`src/rtl/cdd_pkg.sv`:
```
package cdd_pkg;
  typedef enum logic [2:0] {
    S_IDLE, S_FETCH, S_CHECK, S_SUSP, S_CMDW, S_XWAIT, S_DATA, S_WBACK
  } eng_st_e;

  localparam int OWN_BIT  = 31;
  localparam int LAST_BIT = 30;

  localparam int NSTS   = 3;
  localparam int STS_TX = 0;
  localparam int STS_RX = 1;
  localparam int STS_DU = 2;

  localparam logic [1:0] RA_STS  = 2'd0;
  localparam logic [1:0] RA_EN   = 2'd1;
  localparam logic [1:0] RA_POLL = 2'd2;
endpackage

```
`src/rtl/cdd_rst_sync.sv`:
```
module cdd_rst_sync (
  input  logic clk,
  input  logic rst_n,
  output logic rst_core_n
);
  logic [1:0] sync_q;

  always_ff @(posedge clk or negedge rst_n) begin
    if (!rst_n) sync_q <= 2'b00;
    else        sync_q <= {sync_q[0], 1'b1};
  end

  assign rst_core_n = sync_q[1];
endmodule

```
`src/rtl/cdd_regs.sv`:
```
module cdd_regs
  import cdd_pkg::*;
(
  input  logic            clk,
  input  logic            rst_n,
  input  logic            reg_wr,
  input  logic [1:0]      reg_addr,
  input  logic [NSTS-1:0] reg_wdata,
  output logic [NSTS-1:0] reg_rdata,
  input  logic            set_tx,
  input  logic            set_rx,
  input  logic            set_du,
  output logic            poll,
  output logic            irq
);
  logic [NSTS-1:0] sts_q, sts_d, en_q, en_d, clr, hw_set;

  always_comb begin
    clr    = (reg_wr && reg_addr == RA_STS) ? reg_wdata : '0;
    hw_set = '0;
    hw_set[STS_TX] = set_tx & en_q[STS_TX];
    hw_set[STS_RX] = set_rx & en_q[STS_RX];
    hw_set[STS_DU] = set_du;
    sts_d  = (sts_q & ~clr) | hw_set;
    en_d   = (reg_wr && reg_addr == RA_EN) ? reg_wdata : en_q;
  end

  always_ff @(posedge clk or negedge rst_n) begin
    if (!rst_n) begin
      sts_q <= '0;
      en_q  <= '0;
    end else begin
      sts_q <= sts_d;
      en_q  <= en_d;
    end
  end

  assign poll      = reg_wr && (reg_addr == RA_POLL);
  assign irq       = |(sts_q & en_q);
  assign reg_rdata = (reg_addr == RA_STS) ? sts_q :
                     (reg_addr == RA_EN)  ? en_q  : '0;


  w1c_chk: assert property (@(posedge clk) disable iff (!rst_n)
    (reg_wr && reg_addr == RA_STS && reg_wdata[STS_TX] && !set_tx) |=> !sts_q[STS_TX]);


  du_set_chk: assert property (@(posedge clk) disable iff (!rst_n)
    set_du |=> sts_q[STS_DU]);
endmodule

```
`src/rtl/cdd_engine.sv`:
```
module cdd_engine
  import cdd_pkg::*;
#(
  parameter int AW    = 32,
  parameter int CW    = 16,
  parameter int BURST = 4
) (
  input  logic          clk,
  input  logic          rst_n,
  input  logic          start,
  input  logic          dir_rx,
  input  logic [AW-1:0] desc_base,
  input  logic          poll,
  input  logic          cmd_done,
  input  logic          cmd_err,
  input  logic          fifo_req,
  output logic          fifo_wr,
  output logic [31:0]   fifo_wdata,
  output logic          fifo_rd,
  input  logic [31:0]   fifo_rdata,
  output logic          bus_req,
  output logic          bus_we,
  output logic          bus_burst,
  output logic [AW-1:0] bus_addr,
  output logic [31:0]   bus_wdata,
  input  logic [31:0]   bus_rdata,
  input  logic          bus_ack,
  output logic          set_tx,
  output logic          set_rx,
  output logic          set_du
);
  localparam int BB = BURST * 4;
  localparam int LW = $clog2(BURST + 1);

  eng_st_e       st_q, st_d;
  logic [1:0]    widx_q, widx_d;
  logic [31:0]   w0_q, w0_d;
  logic [CW-1:0] cnt_q, cnt_d;
  logic [AW-1:0] buf_q, buf_d, nxt_q, nxt_d, cur_q, cur_d;
  logic [LW-1:0] left_q, left_d;
  logic          brst_q, brst_d, rx_q, rx_d;

  always_comb begin
    st_d = st_q;   widx_d = widx_q; w0_d = w0_q;   cnt_d = cnt_q;
    buf_d = buf_q; nxt_d = nxt_q;   cur_d = cur_q; left_d = left_q;
    brst_d = brst_q; rx_d = rx_q;
    set_tx = 1'b0; set_rx = 1'b0; set_du = 1'b0;
    case (st_q)
      S_IDLE: if (start) begin
        cur_d = desc_base; rx_d = dir_rx; widx_d = 2'd0; st_d = S_FETCH;
      end
      S_FETCH: if (bus_ack) begin
        case (widx_q)
          2'd0:    w0_d  = bus_rdata;
          2'd1:    cnt_d = bus_rdata[CW-1:0];
          2'd2:    buf_d = bus_rdata[AW-1:0];
          default: nxt_d = bus_rdata[AW-1:0];
        endcase
        widx_d = widx_q + 2'd1;
        if (widx_q == 2'd3) st_d = S_CHECK;
      end
      S_CHECK: if (w0_q[OWN_BIT]) st_d = S_CMDW;
               else begin set_du = 1'b1; st_d = S_SUSP; end
      S_SUSP: if (poll) begin widx_d = 2'd0; st_d = S_FETCH; end
      S_CMDW: if (cmd_done && !cmd_err) st_d = S_XWAIT;
      S_XWAIT: if (cnt_q == '0) st_d = S_WBACK;
               else if (fifo_req) begin
                 brst_d = (cnt_q >= CW'(BB));
                 left_d = (cnt_q >= CW'(BB)) ? LW'(BURST) : LW'(1);
                 st_d   = S_DATA;
               end
      S_DATA: if (bus_ack) begin
        buf_d  = buf_q + AW'(4);
        cnt_d  = cnt_q - CW'(4);
        left_d = left_q - LW'(1);
        if (left_q == LW'(1)) st_d = S_XWAIT;
      end
      S_WBACK: if (bus_ack) begin
        if (w0_q[LAST_BIT]) begin
          set_tx = !rx_q; set_rx = rx_q; st_d = S_IDLE;
        end else begin
          cur_d = nxt_q; widx_d = 2'd0; st_d = S_FETCH;
        end
      end
      default: st_d = S_IDLE;
    endcase
  end

  always_ff @(posedge clk or negedge rst_n) begin
    if (!rst_n) begin
      st_q <= S_IDLE; widx_q <= '0; w0_q <= '0; cnt_q <= '0;
      buf_q <= '0; nxt_q <= '0; cur_q <= '0; left_q <= '0;
      brst_q <= 1'b0; rx_q <= 1'b0;
    end else begin
      st_q <= st_d; widx_q <= widx_d; w0_q <= w0_d; cnt_q <= cnt_d;
      buf_q <= buf_d; nxt_q <= nxt_d; cur_q <= cur_d; left_q <= left_d;
      brst_q <= brst_d; rx_q <= rx_d;
    end
  end

  always_comb begin
    bus_req   = (st_q == S_FETCH) || (st_q == S_DATA) || (st_q == S_WBACK);
    bus_we    = ((st_q == S_DATA) && rx_q) || (st_q == S_WBACK);
    bus_burst = (st_q == S_DATA) && brst_q;
    case (st_q)
      S_DATA:  bus_addr = buf_q;
      S_FETCH: bus_addr = cur_q + AW'({widx_q, 2'b00});
      default: bus_addr = cur_q;
    endcase
    bus_wdata = (st_q == S_WBACK) ? (w0_q & ~(32'd1 << OWN_BIT)) : fifo_rdata;
  end

  assign fifo_wr    = (st_q == S_DATA) && !rx_q && bus_ack;
  assign fifo_rd    = (st_q == S_DATA) &&  rx_q && bus_ack;
  assign fifo_wdata = bus_rdata;


  bus_hold_chk: assert property (@(posedge clk) disable iff (!rst_n)
    (bus_req && !bus_ack) |=> (bus_req && $stable(bus_addr) && $stable(bus_we)));


  burst_fit_chk: assert property (@(posedge clk) disable iff (!rst_n)
    bus_burst |-> (cnt_q >= CW'(left_q) * CW'(4)));


  beat_count_chk: assert property (@(posedge clk) disable iff (!rst_n)
    (st_q == S_DATA && bus_ack) |=> (cnt_q == $past(cnt_q) - CW'(4)));


  poll_resume_chk: assert property (@(posedge clk) disable iff (!rst_n)
    (st_q == S_SUSP && poll) |=> (bus_req && !bus_we && bus_addr == $past(cur_q)));
endmodule

```
`src/rtl/card_desc_dma.sv`:
```
module card_desc_dma
  import cdd_pkg::*;
#(
  parameter int AW    = 32,
  parameter int CW    = 16,
  parameter int BURST = 4
) (
  input  logic            clk,
  input  logic            rst_n,
  input  logic            start,
  input  logic            dir_rx,
  input  logic [AW-1:0]   desc_base,
  input  logic            reg_wr,
  input  logic [1:0]      reg_addr,
  input  logic [NSTS-1:0] reg_wdata,
  output logic [NSTS-1:0] reg_rdata,
  output logic            irq,
  input  logic            cmd_done,
  input  logic            cmd_err,
  input  logic            fifo_req,
  output logic            fifo_wr,
  output logic [31:0]     fifo_wdata,
  output logic            fifo_rd,
  input  logic [31:0]     fifo_rdata,
  output logic            bus_req,
  output logic            bus_we,
  output logic            bus_burst,
  output logic [AW-1:0]   bus_addr,
  output logic [31:0]     bus_wdata,
  input  logic [31:0]     bus_rdata,
  input  logic            bus_ack
);
  logic rst_core_n, poll, set_tx, set_rx, set_du;

  cdd_rst_sync u_rst (.clk(clk), .rst_n(rst_n), .rst_core_n(rst_core_n));

  cdd_regs u_regs (
    .clk(clk), .rst_n(rst_core_n), .reg_wr(reg_wr), .reg_addr(reg_addr),
    .reg_wdata(reg_wdata), .reg_rdata(reg_rdata), .set_tx(set_tx),
    .set_rx(set_rx), .set_du(set_du), .poll(poll), .irq(irq)
  );

  cdd_engine #(.AW(AW), .CW(CW), .BURST(BURST)) u_eng (
    .clk(clk), .rst_n(rst_core_n), .start(start), .dir_rx(dir_rx),
    .desc_base(desc_base), .poll(poll), .cmd_done(cmd_done), .cmd_err(cmd_err),
    .fifo_req(fifo_req), .fifo_wr(fifo_wr), .fifo_wdata(fifo_wdata),
    .fifo_rd(fifo_rd), .fifo_rdata(fifo_rdata), .bus_req(bus_req),
    .bus_we(bus_we), .bus_burst(bus_burst), .bus_addr(bus_addr),
    .bus_wdata(bus_wdata), .bus_rdata(bus_rdata), .bus_ack(bus_ack),
    .set_tx(set_tx), .set_rx(set_rx), .set_du(set_du)
  );
endmodule

```
`config.mk`:
```
export PLATFORM = sky130hd
export DESIGN_NAME = card_desc_dma
export DESIGN_NICKNAME = d
export VERILOG_FILES = /design/src/rtl/cdd_pkg.sv /design/src/rtl/cdd_rst_sync.sv /design/src/rtl/cdd_regs.sv /design/src/rtl/cdd_engine.sv /design/src/rtl/card_desc_dma.sv
export SDC_FILE = /design/constraint.sdc
export NUM_CORES = 1
export LEC_CHECK = 0
export BUFFER_PORTS_ARGS = -buffer_cell sky130_fd_sc_hd__clkbuf_2
export CAP_MARGIN = 20
export CORE_UTILIZATION = 60
export CTS_BUF_LIST = sky130_fd_sc_hd__clkbuf_8
export CTS_CLUSTER_SIZE = 40
export DETAILED_ROUTE_END_ITERATION = 6
export GPL_TIMING_DRIVEN = 0
export PLACE_DENSITY = 0.87
export SETUP_SLACK_MARGIN = 0.5
export SYNTH_ARGS = -nofsm -noshare
export SYNTH_HDL_FRONTEND = slang
export SYNTH_SLANG_ARGS = --single-unit
```
`constraint.sdc`:
```
create_clock -name clk -period 9.6 [get_ports clk]
set_clock_uncertainty 0.2 [all_clocks]
set_input_delay 1.92 -clock clk [delete_from_list [all_inputs] [get_ports clk]]
set_output_delay 1.92 -clock clk [all_outputs]
set_load 0.01 [all_outputs]
```
# Word-level counts from Yosys, hierarchy flattened

Index checks and enable logic that the tools add are counted.

Flip-flop bits (word level): 162
Latch bits: 0
Bits in writable memories: 0
Memory bits (read-only): 0
Output and inout port bits: 105
Word-level logic and storage cells: 137
Memories kept: 0

Add/subtract/negate cells: 5
Multiply operators: 0
Divide/modulo/power cells: 0
$lt $le $gt $ge: 1
Equal/unequal tests: 27
Shift operators: 0
Multiplexer cells: 49
Bitwise gates (word level): 8
Reduce and logical (&&, ||, !) cells: 34

Operator list:

| operator                | number |
|---|---|
| $mux W32                | 7 |
| $pmux W32 S2            | 3 |
| $mux W3                 | 18 |
| $mux W16                | 3 |
| $add A32 B3 Y32 const B | 1 |
| $add A32 B4 Y32         | 1 |
| $pmux W16 S2            | 1 |
| $pmux W3 S8             | 1 |
| $ne A2 B2 Y1 const B    | 10 |
| $ge A16 B5 Y1 const B   | 1 |
| $logic_not A16 Y1       | 1 |
| $reduce_and A4 Y1       | 4 |
| $sub A16 B3 Y16 const B | 1 |
| $eq A3 B3 Y1 const B    | 4 |
| $mux W2                 | 5 |
| $logic_and A1 B1 Y1     | 9 |
| $mux W1                 | 9 |
| $reduce_and A3 Y1       | 3 |
| $reduce_and A9 Y1       | 1 |
| $pmux W2 S4             | 1 |
| $and A3 B3 Y3           | 2 |
| $eq A2 B2 Y1 const B    | 3 |
| $eq A3 B1 Y1 const B    | 2 |
| $eq A3 B2 Y1 const B    | 2 |
| 19 further kinds        | 31 |

# Depth between registers and ports, before layout

Word-level depth: 6
Gate-level depth with buffers: 8

# Cells and area by module

Synthesis repeated with hierarchy kept, for this count alone.

Cell total of the unflattened synthesis: 1,086
Area, all modules: 9,708.1 µm²

By module, submodules not included:

| module       | times used | cells an instance | area each (µm²) | sequential area each (µm²) |
|---|---|---|---|---|
| cdd_engine   | 1          | 1,056             | 9,326.4         | 3,853.7 |
| cdd_regs     | 1          | 27                | 327.8           | 150.1 |
| cdd_rst_sync | 1          | 3                 | 53.8            | 50.0 |

# Worst setup path before layout

OpenSTA, ideal clock, no wires.

Path kind: in2out
From: input port bus_ack
To: output port fifo_rd
Arrival time: 2.637 ns
Data required time: 7.480 ns
Path slack: 4.843 ns
Stages: 3
Path buffers: 1
Path through: clkbuf_1 > nand4b_1 > nor2_1

Word-level cells in the longest chain between the ends: 1

Ends and longest elaborated chain:

| element             | line                | RTL |
|---|---|---|
| start: declaration  | card_desc_dma.sv:31 | `input logic bus_ack` |
| $logic_and A1 B1 Y1 | cdd_engine.sv:114   | `assign fifo_rd = (st_q == S_DATA) && rx_q && bus_ack;` |
| end: declaration    | card_desc_dma.sv:23 | `output logic fifo_rd,` |

No other way between the ends.

# Worst setup path in the final report

From: register u_eng.st_q[2]
To: output port bus_addr[30]

Word-level cells in the longest chain between the ends: 2
Elaborated cells on any way between the ends: 3
Those cells by class: eq/ne: 2; mux: 1

Ends and longest elaborated chain:

| element                                      | line                | RTL |
|---|---|---|
| start: declaration                           | cdd_engine.sv:35    | `eng_st_e st_q, st_d;` |
| start signal: assignment                     | cdd_engine.sv:95    | `st_q <= st_d; widx_q <= widx_d; w0_q <= w0_d; cnt_q <= cnt_d;` |
| $eq A3 B1 Y1 or $eq A3 B3 Y1 (tied branches) | cdd_engine.sv:105   | `case (st_q)` |
| $pmux W32 S2 *                               | cdd_engine.sv:105   |  |
| end: declaration                             | card_desc_dma.sv:28 | `output logic [AW-1:0] bus_addr,` |

Every way passes the cells marked *; elsewhere a longest branch is shown, timed or not.

==> metrics.csv <==
metric,value,unit
"area leader, netlist",dfrtp_1,
GRT busiest layer,met2,
fin nets,1344,
failing checks,design-rule violations,
Worst IR Drop VDD,183,uV
Tot GR Track Use,0.377,
WL final,30.3,mm
RSZ-0062 raised after global routing,no,
warnings from Yosys,0,
overall power,3.19,mW
Synth Area in Compound Gates,0.172,
area of the multi-input gates,0.00493,mm2
total gr overflow,0,
CTS Hold Bufs,0,
share of layout cells above drive strength 1,0.331,
P_int,1.80,mW
largest net degree at the start of global routing,63,
# rows,45,
Net Sw Frac,0.438,
Worst Path Required,7.48,ns
WP data arrival,3.49,ns
mux share of post-synthesis cell area,0.156,
Hold Path Class,flop to async pin,
Final Cycle Share,0.585,
Remaining DRCs,2,
CTS Buffer Depth,2,
clk sinks,162,
"Seq/Total Area, Yosys",0.424,
Most used DFF post-synth,dfrtp_1,
most frequent cell after synthesis,dfrtp_1,
syn_nets,1111,
final setup fails,0,
fmax,178,MHz
"top cells by count, synth","dfrtp_1, nand2_1, mux2_2",
Reg area,0.00406,mm2
Die Wd,128,um
FF-to-FF setup slack,6.33,ns
asr flop ratio synth,1.00,
initial antenna violation count,0,
Clock Root Buffer,clkbuf_8,
cell count after placement,1413,
sequential share of power,0.396,
R2R cell count,5,
number of synthesized flops with an enable pin,0,
Port Buffers,212,
CTS tree,yes,
Synth area leaders,"dfrtp_1, mux2_2, nand2_1",
Yosys top cell area share,0.424,
vias in the first global route,8789,
final-report hold violation count,0,
Syn Area/Cell,9.67,um2
crit path max fanout,10,
met2 usage,0.580,
chip height,128,um
Layout area overhead,18.5,%
Syn Inst Count,988,
area share of fa/ha/maj cells after synthesis,0.0178,
drt first pass iters,7,
average vias per placed instance,6.51,
"Reg clk slew, reported paths",0.09,ns
Layout Cells excl Fill,1445,
P_sw,1.40,mW
postcts setup bufs,0,
cts bufs inserted,17,
Fill cells,1152,
Combinational Power Share,0.443,
clock power share,0.162,
power density cells,282,mW/mm2
met3 Use GR,0.0922,
Setup CP Type,flop to primary output,
CP endpoint kind,primary output,
CTS H-tree lvls,4,
via count,9400,
number of synthesized register bits,162,
"area fraction in and, or, nand and nor cells after synthesis",0.169,
min Tclk post-route,5.61,ns
Max-cap violations,0,
Placer Congestion,0.954,
synthesized area,0.00955,mm2
grt met1 use,0.498,
relative slew slack,0.209,
Resized Gates After CTS,0,
TNS Setup,0,ns
XOR/XNOR Fraction of Synth Area,0.000917,
first-pass GRT wire length,46.8,mm
Avg WL per Cell,21.0,um
Worst-Margin Slew,1.18,ns
Yosys cell types,77,
outcome,finished with violations,
Setup crit start kind,flop,
P_leak,5.44,nW
die area,0.0164,mm2
antenna cells,0,
Antenna Nets Post-Route,0,
Core Area,0.0154,mm2
"Clk Latency, worst-skew pair",0.48,ns
hpwl dp,21.9,mm
Initial Util,0.621,
# IOs,215,
Min Hold Slack,0.148,ns
drt initial violations,1336,
Pins Over Slew Limit,0,
largest family of logic cells by synthesized area,compound AO/OA/AOI/OAI gates,
==> worst max-delay path, stage by stage (launching register included) <==
cell,delay [ns]
dfrtp_1,0.39
buf_2,0.19
nor3b_2,0.72
clkbuf_1,0.59
nand4_1,0.27
o311ai_0,0.60
clkbuf_2,0.25
==> registers in the layout, summed over array words and instances (netlist names) <==
name and count:
u_eng.nxt_q 32, u_eng.st_q 3, u_eng.brst_q 1, u_regs.en_q 3
u_eng.buf_q 32, u_regs.sts_q 3, u_eng.rx_q 1, u_eng.left_q 3
u_eng.w0_q 32, u_eng.cur_q 32, u_eng.cnt_q 16, u_eng.widx_q 2
u_rst.sync_q 2
==> kinds of logic after synthesis <==
| kind of cell | count (synthesis) |
|---|---|
| multiplexers | 136 |
| adder cells (fa/ha/maj) | 13 |
| flip-flops | 162 |
| AND/OR/NAND/NOR | 313 |
| AO/OA/AOI/OAI | 249 |
| XOR/XNOR | 1 |
| buffers and inverters | 113 |
| other | 1 |
==> power by group through the flow <==
| stage | Clock (mW) | Combinational, mW | Sequential (mW) |
|---|---|---|---|
| floorplan | 0 | 0.949 | 1.17 |
| global placement | 0 | 1.31 | 1.25 |
| detailed placement | 0 | 1.38 | 1.25 |
| CTS | 0.509 | 1.39 | 1.25 |
| global route | 0.542 | 1.53 | 1.29 |
| finish | 0.516 | 1.41 | 1.26 |
==> stage by stage <==
stage / utilization / cell area [um2] / worst slack, ns
2_1_floorplan: - / 9550 / 4.55
3_3_place_gp: 0.708 / 10900 / 2.74
3_5_place_dp: 0.712 / 10900 / 4.36
4_1_cts: 0.737 / 11300 / 4.14
5_1_grt: 0.737 / 11300 / 3.92
6_report: 0.737 / 11300 / 3.99
==> path summary, 6_finish.rpt <==
path / startpoint / endpoint
setup reg to reg: u_eng.st_q[2] / u_eng.nxt_q[6]
hold reg to reg: u_rst.sync_q[1] / u_eng.w0_q[9]
setup / recovery: u_eng.st_q[2] / bus_addr[30]
min in group clk: u_rst.sync_q[0] / u_rst.sync_q[1]
max in group asynchronous: rst_n / u_rst.sync_q[1]
hold / removal: u_rst.sync_q[1] / u_eng.w0_q[9]
==> cell usage in the layout, fill, tap and decap left out, types with 32 or more instances in the layout <==
cell / synthesis / routed
mux2_2: 94 / 94
nand3_1: 40 / 40
o21ai_0: 73 / 73
buf_4: 32 / 32
clkbuf_2: 0 / 212
nand2_1: 114 / 114
a21oi_1: 44 / 44
mux2i_1: 35 / 35
nor2_1: 50 / 50
dfrtp_1: 162 / 161
==> per-layer routing <==
metal,wire length (um),part of all wire,vias to the layer above
met2,13700,0.45,731
li1,-,-,4096
met5,0,0,-
met3,3380,0.11,162
met1,11700,0.39,4411
met4,1540,0.051,0
==> area by class of cell <==
type                            count  area share
Clock inverter                     15      0.0136
Tap cell                          211      0.0233
Clock buffer                       17      0.0207
Inverter                           25     0.00829
Multi-Input combinational cell    713       0.435
Sequential cell                   162       0.358
Buffer                             88      0.0420
Timing Repair Buffer              214      0.0986
Note: power is estimated with default switching activity, not from simulation.
